$ cat src/rtl/ictl_pkg.sv
// Shared constants and types for the interrupt status controller.
// Assumes four modules with two lines each, which fixes the 16-bit status layout.
package ictl_pkg;
    localparam int N_MOD     = 4;
    localparam int N_LINE    = 2;
    localparam int N_SRC     = N_MOD * N_LINE;
    localparam int STS_W     = 16;
    localparam int ERR_LSB   = 8;
    localparam int TMO_LSB   = 12;
    localparam int WORD_W    = 3;
    localparam int MOD_W     = $clog2(N_MOD);
    localparam int ACK_OFF_W = 6;
    localparam int CTRL_W    = 8;

    // Word indices inside the register window
    localparam logic [WORD_W-1:0] W_REV   = 3'd0;
    localparam logic [WORD_W-1:0] W_CTRL0 = 3'd1;
    localparam logic [WORD_W-1:0] W_RST   = 3'd5;
    localparam logic [WORD_W-1:0] W_STS   = 3'd6;

    // Per-module control byte, most significant field first
    typedef struct packed {
        logic [N_LINE-1:0] en;
        logic [N_LINE-1:0] edg;
        logic              err_ie;
        logic              tmo_ie;
        logic              recov;
        logic              rate_sel;
    } ctrl_t;
endpackage

$ cat src/rtl/ictl_regs.sv
// Register window: control bytes, address decode and read mux.
// Assumes 16-bit accesses addressed by word index; unmapped words read zero.
module ictl_regs
    import ictl_pkg::*;
(
    input  logic                clk,
    input  logic                rst_n,
    input  logic                reg_wr,
    input  logic [WORD_W-1:0]   reg_word,
    input  logic [CTRL_W-1:0]   wdata_lo,
    input  logic [STS_W-1:0]    sts_q,
    output logic                sts_wr,
    output logic [N_SRC-1:0]    en_mask,
    output logic [N_SRC-1:0]    edge_mask,
    output logic [STS_W-1:0]    reg_rdata
);
    ctrl_t ctrl_q [N_MOD];

    // Control byte storage, one byte per module
    always_ff @(posedge clk) begin
        for (int m = 0; m < N_MOD; m++) begin
            if (!rst_n) begin
                ctrl_q[m] <= '0;
            end else if (reg_wr && (reg_word == WORD_W'(int'(W_CTRL0) + m))) begin
                ctrl_q[m] <= ctrl_t'(wdata_lo);
            end
        end
    end

    // Flatten per-module enable and edge-select fields into line masks
    for (genvar m = 0; m < N_MOD; m++) begin : g_mask
        assign en_mask[m*N_LINE +: N_LINE]   = ctrl_q[m].en;
        assign edge_mask[m*N_LINE +: N_LINE] = ctrl_q[m].edg;
    end

    // Status write strobe
    assign sts_wr = reg_wr && (reg_word == W_STS);

    // Read data mux
    always_comb begin
        reg_rdata = '0;
        if (reg_word == W_STS) begin
            reg_rdata = sts_q;
        end else begin
            for (int m = 0; m < N_MOD; m++) begin
                if (reg_word == WORD_W'(int'(W_CTRL0) + m)) begin
                    reg_rdata = {{(STS_W-CTRL_W){1'b0}}, ctrl_q[m]};
                end
            end
        end
    end
endmodule

$ cat src/rtl/ictl_status.sv
// Status word: per-line state following enabled lines, sticky timeout flags.
// Assumes inputs are synchronous; error bits are held at zero.
module ictl_status
    import ictl_pkg::*;
(
    input  logic                clk,
    input  logic                rst_n,
    input  logic [N_SRC-1:0]    line_in,
    input  logic [N_SRC-1:0]    en_mask,
    input  logic [N_MOD-1:0]    tmo_in,
    input  logic [N_MOD-1:0]    tmo_clr,
    output logic [N_SRC-1:0]    line_sts,
    output logic [N_SRC-1:0]    line_nxt,
    output logic [N_SRC-1:0]    rise,
    output logic [STS_W-1:0]    sts_q
);
    logic [N_MOD-1:0] tmo_sts;
    logic [N_MOD-1:0] tmo_q;

    for (genvar k = 0; k < N_SRC; k++) begin : g_line
        // Next state: follow the line when enabled, else hold
        assign line_nxt[k] = en_mask[k] ? line_in[k] : line_sts[k];
        // Line status register
        always_ff @(posedge clk) begin
            if (!rst_n) line_sts[k] <= 1'b0;
            else        line_sts[k] <= line_nxt[k];
        end
    end

    // Enabled lines that are about to go from clear to set
    assign rise = en_mask & line_in & ~line_sts;

    for (genvar m = 0; m < N_MOD; m++) begin : g_tmo
        // Timeout edge detect and sticky flag, set beats clear
        always_ff @(posedge clk) begin
            if (!rst_n) begin
                tmo_q[m]   <= 1'b0;
                tmo_sts[m] <= 1'b0;
            end else begin
                tmo_q[m] <= tmo_in[m];
                if (tmo_in[m] && !tmo_q[m]) tmo_sts[m] <= 1'b1;
                else if (tmo_clr[m])        tmo_sts[m] <= 1'b0;
            end
        end
    end

    assign sts_q = {tmo_sts, {(TMO_LSB-ERR_LSB){1'b0}}, {(ERR_LSB-N_SRC){1'b0}}, line_sts};
endmodule

$ cat src/rtl/ictl_irq.sv
// Host interrupt aggregation and clear-request generation.
// Assumes ack_rd is a one-cycle strobe; masks are the pre-edge control values.
module ictl_irq
    import ictl_pkg::*;
(
    input  logic                 clk,
    input  logic                 rst_n,
    input  logic [N_SRC-1:0]     line_sts,
    input  logic [N_SRC-1:0]     line_nxt,
    input  logic [N_SRC-1:0]     edge_mask,
    input  logic [N_SRC-1:0]     rise,
    input  logic [N_SRC-1:0]     clr_req,
    input  logic                 ack_rd,
    input  logic [MOD_W-1:0]     ack_mod,
    input  logic [ACK_OFF_W-1:0] ack_off,
    output logic                 host_irq,
    output logic [N_SRC-1:0]     line_clr
);
    logic [N_SRC-1:0] ack_hit;
    logic             lvl_any;
    logic             edge_any;

    // Acknowledge decode: offset 2*l of module m hits line 2*m+l
    for (genvar k = 0; k < N_SRC; k++) begin : g_ack
        assign ack_hit[k] = ack_rd
                         && (ack_mod == MOD_W'(k / N_LINE))
                         && (ack_off == ACK_OFF_W'(2 * (k % N_LINE)))
                         && line_sts[k] && !edge_mask[k];
    end

    assign lvl_any  = |(line_nxt & ~edge_mask);
    assign edge_any = |(rise & edge_mask);

    // Registered host interrupt and clear requests
    always_ff @(posedge clk) begin
        if (!rst_n) begin
            host_irq <= 1'b0;
            line_clr <= '0;
        end else begin
            host_irq <= lvl_any | edge_any;
            line_clr <= clr_req | ack_hit;
        end
    end
endmodule

$ cat src/rtl/ictl_top.sv
// Interrupt status controller top: ties register window, status and host interrupt.
// Assumes a single clock domain and synchronous active-low reset.
module ictl_top
    import ictl_pkg::*;
(
    input  logic                 clk,
    input  logic                 rst_n,
    input  logic                 reg_wr,
    input  logic [WORD_W-1:0]    reg_word,
    input  logic [STS_W-1:0]     reg_wdata,
    output logic [STS_W-1:0]     reg_rdata,
    input  logic [N_SRC-1:0]     line_in,
    input  logic [N_MOD-1:0]     tmo_in,
    input  logic                 ack_rd,
    input  logic [MOD_W-1:0]     ack_mod,
    input  logic [ACK_OFF_W-1:0] ack_off,
    output logic                 host_irq,
    output logic [N_SRC-1:0]     line_clr
);
    logic             sts_wr;
    logic [N_SRC-1:0] en_mask;
    logic [N_SRC-1:0] edge_mask;
    logic [N_SRC-1:0] line_sts;
    logic [N_SRC-1:0] line_nxt;
    logic [N_SRC-1:0] rise;
    logic [STS_W-1:0] sts_q;
    logic [N_MOD-1:0] tmo_clr;
    logic [N_SRC-1:0] clr_req;

    assign tmo_clr = sts_wr ? reg_wdata[TMO_LSB +: N_MOD] : '0;
    assign clr_req = sts_wr ? reg_wdata[N_SRC-1:0]        : '0;

    ictl_regs u_regs (
        .clk       (clk),
        .rst_n     (rst_n),
        .reg_wr    (reg_wr),
        .reg_word  (reg_word),
        .wdata_lo  (reg_wdata[CTRL_W-1:0]),
        .sts_q     (sts_q),
        .sts_wr    (sts_wr),
        .en_mask   (en_mask),
        .edge_mask (edge_mask),
        .reg_rdata (reg_rdata)
    );

    ictl_status u_status (
        .clk      (clk),
        .rst_n    (rst_n),
        .line_in  (line_in),
        .en_mask  (en_mask),
        .tmo_in   (tmo_in),
        .tmo_clr  (tmo_clr),
        .line_sts (line_sts),
        .line_nxt (line_nxt),
        .rise     (rise),
        .sts_q    (sts_q)
    );

    ictl_irq u_irq (
        .clk       (clk),
        .rst_n     (rst_n),
        .line_sts  (line_sts),
        .line_nxt  (line_nxt),
        .edge_mask (edge_mask),
        .rise      (rise),
        .clr_req   (clr_req),
        .ack_rd    (ack_rd),
        .ack_mod   (ack_mod),
        .ack_off   (ack_off),
        .host_irq  (host_irq),
        .line_clr  (line_clr)
    );
endmodule

$ cat config.mk
export PLATFORM = sky130hd
export DESIGN_NAME = ictl_top
export DESIGN_NICKNAME = d
export VERILOG_FILES = /design/src/rtl/ictl_pkg.sv /design/src/rtl/ictl_regs.sv /design/src/rtl/ictl_status.sv /design/src/rtl/ictl_irq.sv /design/src/rtl/ictl_top.sv
export SDC_FILE = /design/constraint.sdc
export NUM_CORES = 1
export LEC_CHECK = 0
export BUFFER_PORTS_ARGS = -buffer_cell sky130_fd_sc_hd__buf_2
export CAP_MARGIN = 5
export CORE_ASPECT_RATIO = 1.75
export CORE_MARGIN = 2
export CORE_UTILIZATION = 35
export CTS_BUF_LIST = sky130_fd_sc_hd__clkbuf_2
export DETAILED_ROUTE_END_ITERATION = 10
export PLACE_DENSITY = 0.57
export SETUP_SLACK_MARGIN = 0.05
export SLEW_MARGIN = 0
export SYNTH_ARGS = -nofsm -noshare
export SYNTH_HDL_FRONTEND = slang
export SYNTH_SLANG_ARGS = --single-unit
$ cat constraint.sdc
create_clock -name clk -period 5.49 [get_ports clk]
set_clock_uncertainty 0.15 [all_clocks]
set_input_delay 0.8235 -clock clk [delete_from_list [all_inputs] [get_ports clk]]
set_output_delay 0.8235 -clock clk [all_outputs]
set_load 0.1 [all_outputs]
======== Word level (Yosys, flattened, before mapping) ========
Memories as Yosys holds them, arrays and structs flattened.
Cells that the tools add are included.
storage, ports and cells
  flip-flop bits (word level) ............. 25
  bits in latches ......................... 0
  RAM bits ................................ 32
  memory bits (read-only) ................. 0
  input bits .............................. 43
  output and inout port bits .............. 25
  memories kept ........................... 1
memories
  name           words  bits a word  read ports  clocked after Yosys merged registers in  write ports  RTL line         RTL
  u_regs.ctrl_q  4      8            4           0                                        4            ictl_regs.sv:17  ctrl_t ctrl_q [N_MOD];
operators by class
  add/sub/neg operators ................... 0
  $mul .................................... 0
  divide/modulo/power cells ............... 0
  order comparisons ....................... 0
  equal/unequal tests ..................... 9
  shift operators ......................... 0
  multiplexer cells ....................... 40
  bitwise gates (word level) .............. 12
  reduce and logical (&&, ||, !) cells .... 57
operators by type and width
  operator            count
  $mux 8              9
  $logic_and 1x1->1   37
  $and 8x8->8         4
  $mux 1              29
  $mux 16             1
  $not 8->8           2
  $reduce_or 8->1     2
  $logic_not 1->1     12
  $or 8x8->8          1
  $reduce_bool 2->1   4
  $eq 3x2->1 const B  2
  $eq 3x3->1 const B  2
  $eq 6x2->1 const B  1
  $logic_not 6->1     1
  $or 1x1->1          5
  $eq 2x2->1 const B  2
  $mux 4              1
  $eq 3x1->1 const B  1
  $eq 2x1->1 const B  1
  $logic_not 2->1     1

======== Longest topological paths before layout ========
  depth in word-level cells ............... 6
  mapped depth ............................ 5

======== Hierarchy ========
From an unflattened synthesis, not the netlist that was laid out.
unflattened totals
  cells, all modules ...................... 308
  area total of the unflattened synthesis .. 3185.6 sq um
modules (own cells, without submodules)
  module       instances  cells an instance  area each (sq um)
  ictl_regs    1          153                1848.0
  ictl_status  1          86                 758.2
  ictl_irq     1          56                 483.0
  ictl_top     1          13                 96.3

======== Worst setup path before layout ========
OpenSTA, ideal clock, no wires.
  kind .................................... input-to-output
  start ................................... in reg_word[1]
  end ..................................... out reg_rdata[2]
  arrival ................................. 2.883 ns
  data required time ...................... 4.516 ns
  path slack .............................. 1.634 ns
  stages .................................. 4
  buffers on the path ..................... 1
  cells stage by stage .................... nor2b_1 clkbuf_1 a22oi_1 o22ai_1
on the way
  longest elaborated chain between the ends .. 6
  elaborated cells between the ends (all ways) .. 10
  classes of those cells .................. eq/ne: 5; mux: 5
RTL lines
  item                 RTL line         RTL
  start, declared      ictl_top.sv:9    input logic [WORD_W-1:0] reg_word,
  $eq 3x1->1           ictl_regs.sv:46  if (reg_word == WORD_W'(int'(W_CTRL0) + m)) begin
  $mux 8 (4 in a row)  ictl_regs.sv:46
  $mux 16 *            ictl_regs.sv:42  if (reg_word == W_STS) begin
  end, declared        ictl_top.sv:11   output logic [STS_W-1:0] reg_rdata,
Every way passes the cells marked *; elsewhere a longest branch is shown, timed or not.

======== Worst setup path after layout ========
  start ................................... in reg_word[1]
  end ..................................... out reg_rdata[7]
Same word-level chain as after synthesis.

==> run_summary.xml <==
<?xml version="1.0" encoding="UTF-8"?>
<metrics>
  <group name="yosys">
    <metric name="synth_top_cell_area_share" unit="%">35.8</metric>
    <metric name="synth.avg_cell_area" unit="um2">11.0</metric>
    <metric name="ys_async_sr_fraction" unit="%">0</metric>
    <metric name="ys_top_cells_by_area" unit="">sky130_fd_sc_hd__edfxtp_1 36%, sky130_fd_sc_hd__dfxtp_1 19%, sky130_fd_sc_hd__and2_1 8.4%, sky130_fd_sc_hd__mux2i_1 6.0%, sky130_fd_sc_hd__nand4b_1 5.2%</metric>
    <metric name="postSynthRegisterBits" unit="">57</metric>
    <metric name="synth_unique_cells" unit="">31</metric>
    <metric name="post_synth_inst_count" unit="">245</metric>
    <metric name="synth-seq-area-share" unit="%">54.4</metric>
    <metric name="synth_enable_flop_cells" unit="">32</metric>
    <metric name="postSynth.topFlopCell" unit="">sky130_fd_sc_hd__edfxtp_1</metric>
    <metric name="netlist_area" unit="mm2">0.00269</metric>
    <metric name="yosys.cell_count.top_type" unit="">sky130_fd_sc_hd__and2_1</metric>
    <metric name="netlist_top_cells_count" unit="">36 x sky130_fd_sc_hd__and2_1, 32 x sky130_fd_sc_hd__edfxtp_1, 25 x sky130_fd_sc_hd__dfxtp_1</metric>
    <metric name="synth_top_area_cell" unit="">sky130_fd_sc_hd__edfxtp_1</metric>
    <metric name="yosysWarnings" unit="">0</metric>
  </group>
  <group name="worst_setup_path">
    <metric name="timing.reg2reg.setup_slack" unit="ns">4.12</metric>
    <metric name="worst-setup-path-type" unit="">primary input to output pin</metric>
    <metric name="worstPathRequired" unit="ns">4.52</metric>
    <metric name="worst_setup_start_kind" unit="">primary input</metric>
    <metric name="worst_r2r_endpoint" unit="">u_irq.host_irq</metric>
    <metric name="critical_path.endpoint_type" unit="">output pin</metric>
    <metric name="critical_path.reg2reg.startpoint" unit="">u_regs.ctrl_q[0][6]</metric>
    <metric name="worstPathMaxFanout" unit="">23</metric>
    <metric name="reg2regPathDepth" unit="">4</metric>
    <metric name="cp_data_arrival_time" unit="ns">3.03</metric>
  </group>
  <group name="drt">
    <metric name="met2_length" unit="um">3730</metric>
    <metric name="antenna_violation_net_count_after_detailed_routing" unit="">0</metric>
    <metric name="detail_route.wirelength.met1" unit="um">2580</metric>
    <metric name="avgRoutedWirePerCell" unit="um">17.1</metric>
    <metric name="detail_route.drc_violations" unit="">0</metric>
    <metric name="via_count" unit="">2112</metric>
    <metric name="post_drt_via_cell_ratio" unit="">5.23</metric>
    <metric name="dr_wl_met3" unit="um">298</metric>
    <metric name="final_wirelength" unit="um">6900</metric>
    <metric name="drt_pre_antenna_iters" unit="">4</metric>
    <metric name="initialDrtViolationCount" unit="">124</metric>
    <metric name="topRoutingLayerUsed" unit="">met4</metric>
  </group>
  <group name="die">
    <metric name="fp.dieArea" unit="mm2">0.00842</metric>
    <metric name="die_height" unit="um">120</metric>
    <metric name="num_rows" unit="">42</metric>
    <metric name="die-width" unit="um">70.2</metric>
    <metric name="io_pins" unit="">68</metric>
    <metric name="starting_utilization_of_the_core_area" unit="%">35.7</metric>
    <metric name="floorplan.core_area" unit="mm2">0.00751</metric>
  </group>
  <group name="power">
    <metric name="power_frac_clock" unit="%">24.8</metric>
    <metric name="power.sequential.fraction" unit="%">56.0</metric>
    <metric name="pwr-share-comb" unit="%">19.1</metric>
    <metric name="power.ir.vdd_worst" unit="V">0.0000888</metric>
    <metric name="power_report.internal_total" unit="mW">0.590</metric>
    <metric name="power.switching_fraction" unit="%">32.6</metric>
    <metric name="p_per_area" unit="mW/mm2">278</metric>
    <metric name="netSwitchingPower" unit="mW">0.286</metric>
    <metric name="total_power" unit="mW">0.876</metric>
    <metric name="p_leak" unit="nW">1.33</metric>
  </group>
  <group name="final_layout">
    <metric name="finish.instance_area" unit="mm2">0.00316</metric>
    <metric name="syn_to_final_growth" unit="%">17.5</metric>
    <metric name="num-fill-cells" unit="">766</metric>
    <metric name="finish.net_count" unit="">353</metric>
    <metric name="layout-drive-gt1-share" unit="%">28.9</metric>
  </group>
  <group name="timing">
    <metric name="post-route-worst-setup-slack" unit="ns">1.49</metric>
    <metric name="fmaxAchievable" unit="GHz">0.250</metric>
    <metric name="period_share" unit="%">72.9</metric>
    <metric name="period_needed" unit="ns">4.00</metric>
    <metric name="finalSetupViolations" unit="">0</metric>
    <metric name="rsz0062_at_grt" unit="">no</metric>
    <metric name="tightestPinTransition" unit="ns">0.965</metric>
    <metric name="max_slew_headroom_at_the_worst_pin" unit="%">35.5</metric>
    <metric name="final.setup.tns" unit="ns">0</metric>
    <metric name="final-max-slew-violation-count" unit="">0</metric>
    <metric name="finalHoldViolCount" unit="">0</metric>
  </group>
  <group name="placed_design">
    <metric name="placement.cell_area" unit="mm2">0.00307</metric>
    <metric name="post-place-ws" unit="ns">1.50</metric>
    <metric name="place.port_buffers" unit="">59</metric>
    <metric name="globalplace.congestion" unit="">0.783</metric>
    <metric name="dpl.hpwl" unit="um">5090</metric>
  </group>
  <group name="min_path">
    <metric name="min_from" unit="">u_status.sts_q[12]</metric>
    <metric name="min-delay-path-class" unit="">flip-flop to flip-flop</metric>
    <metric name="hold_depth" unit="">2</metric>
    <metric name="worstHoldEndpoint" unit="">u_status.sts_q[12]</metric>
  </group>
  <group name="clock_network">
    <metric name="cts.root.buffer_cell" unit="">sky130_fd_sc_hd__clkbuf_2</metric>
    <metric name="clock_latency" unit="ns">0.51</metric>
    <metric name="path_clk_slew" unit="ns">0.13</metric>
    <metric name="cts-resized-gates" unit="">0</metric>
    <metric name="htreeDepth" unit="">3</metric>
    <metric name="cts-hold-fix-buffers" unit="">0</metric>
    <metric name="ctsLongestPathBuffers" unit="">2</metric>
    <metric name="cts_inserted_buffers" unit="">9</metric>
    <metric name="post-cts-setup-buffer-count" unit="">0</metric>
    <metric name="tritoncts_clock_tree" unit="">yes</metric>
    <metric name="cts.sink_count" unit="">57</metric>
  </group>
  <group name="run">
    <metric name="maxCapViolCount" unit="">0</metric>
  </group>
  <group name="global_route">
    <metric name="grt_pass1_wl" unit="um">10500</metric>
    <metric name="pin_count_of_the_biggest_net_entering_global_routing" unit="">24</metric>
    <metric name="gr-total-overflow" unit="">0</metric>
    <metric name="number_of_global_route_vias_before_repair" unit="">2141</metric>
    <metric name="track_usage" unit="%">17.1</metric>
    <metric name="grt_antenna_before_repair" unit="">1</metric>
  </group>
  <group name="run_status">
    <metric name="outcome" unit="">finished clean</metric>
  </group>
</metrics>
## cell families after synthesis
family	share of synthesized area, %
flip-flops	54.4
buffers and inverters	2.61
other	0.140
AND/OR/NAND/NOR	25.2
multiplexers	9.32
AO/OA/AOI/OAI	8.34
## flip-flops by register name, indices dropped and copies added (netlist names)
| register | flops |
|---|---|
| u_regs.ctrl_q | 32 |
| u_status.tmo_q | 4 |
| u_status.sts_q | 4 |
| u_irq.host_irq | 1 |
| u_irq.line_clr | 8 |
| u_status.line_sts | 8 |
## power by group through the flow
stage	registers, mW	clock network (mW)	logic [mW]
floorplan	0.505	0	0.116
global placement	0.500	0	0.166
detailed placement	0.501	0	0.168
CTS	0.491	0.226	0.168
global route	0.495	0.238	0.177
finish	0.491	0.218	0.168
## routing by layer
layer	vias to the layer above	GRT usage (%)
li1	1024	-
met1	1003	16.9
met2	67	30.2
met3	18	4.03
met4	0	12.5
met5	-	0
## cell type report
type,instances,area [um2],share of cell area (%)
Sequential cell,57,1460,46.3
Multi-Input combinational cell,177,1170,37.0
Timing Repair Buffer,64,333,10.5
Tap cell,88,110,3.49
Clock buffer,14,70.1,2.22
Clock inverter,2,8.76,0.278
Inverter,1,3.75,0.119
Antenna cell,1,2.50,0.0793
## worst max path at each step
stage	from	to	slack [ns]	cells after the start
floorplan	reg_word[1]	reg_rdata[2]	1.63	4
finish	reg_word[1]	reg_rdata[7]	1.49	5
global placement	reg_word[1]	reg_rdata[3]	1.49	5
CTS	reg_word[1]	reg_rdata[3]	1.51	5
detailed placement	reg_word[1]	reg_rdata[3]	1.50	5
global route	reg_word[1]	reg_rdata[2]	1.38	5
## stage by stage
stage               utilization (%)  std cells  hold slack, ns
floorplan                         -        248           0.297
global placement               40.9        387           0.308
detailed placement             40.9        387           0.318
CTS                            42.0        403           0.348
global route                   42.0        404           0.352
finish                         42.0        404           0.345
## critical path, stage by stage
cell and delay (ns):
sky130_fd_sc_hd__buf_2 0.46, sky130_fd_sc_hd__nor2b_1 0.84, sky130_fd_sc_hd__a22oi_1 0.23, sky130_fd_sc_hd__o22ai_1 0.20
sky130_fd_sc_hd__buf_2 0.46
## cells in the final DEF, fill, tap and decap left out, types with 2 or more instances in the layout
cell type and count:
sky130_fd_sc_hd__buf_4 5, sky130_fd_sc_hd__clkbuf_2 14, sky130_fd_sc_hd__nor4_1 2, sky130_fd_sc_hd__buf_2 59, sky130_fd_sc_hd__a21oi_1 12, sky130_fd_sc_hd__edfxtp_1 32, sky130_fd_sc_hd__nand4b_1 16, sky130_fd_sc_hd__mux2_2 8
sky130_fd_sc_hd__o21ai_0 3, sky130_fd_sc_hd__nand2_1 19, sky130_fd_sc_hd__a22oi_1 8, sky130_fd_sc_hd__nand2b_1 4, sky130_fd_sc_hd__and3_1 5, sky130_fd_sc_hd__conb_1 4, sky130_fd_sc_hd__dfxtp_1 25, sky130_fd_sc_hd__nor2b_1 5
sky130_fd_sc_hd__and2_1 36, sky130_fd_sc_hd__o22ai_1 12, sky130_fd_sc_hd__mux2i_1 16, sky130_fd_sc_hd__nor2_1 18
(Power assumes the default switching activity.)
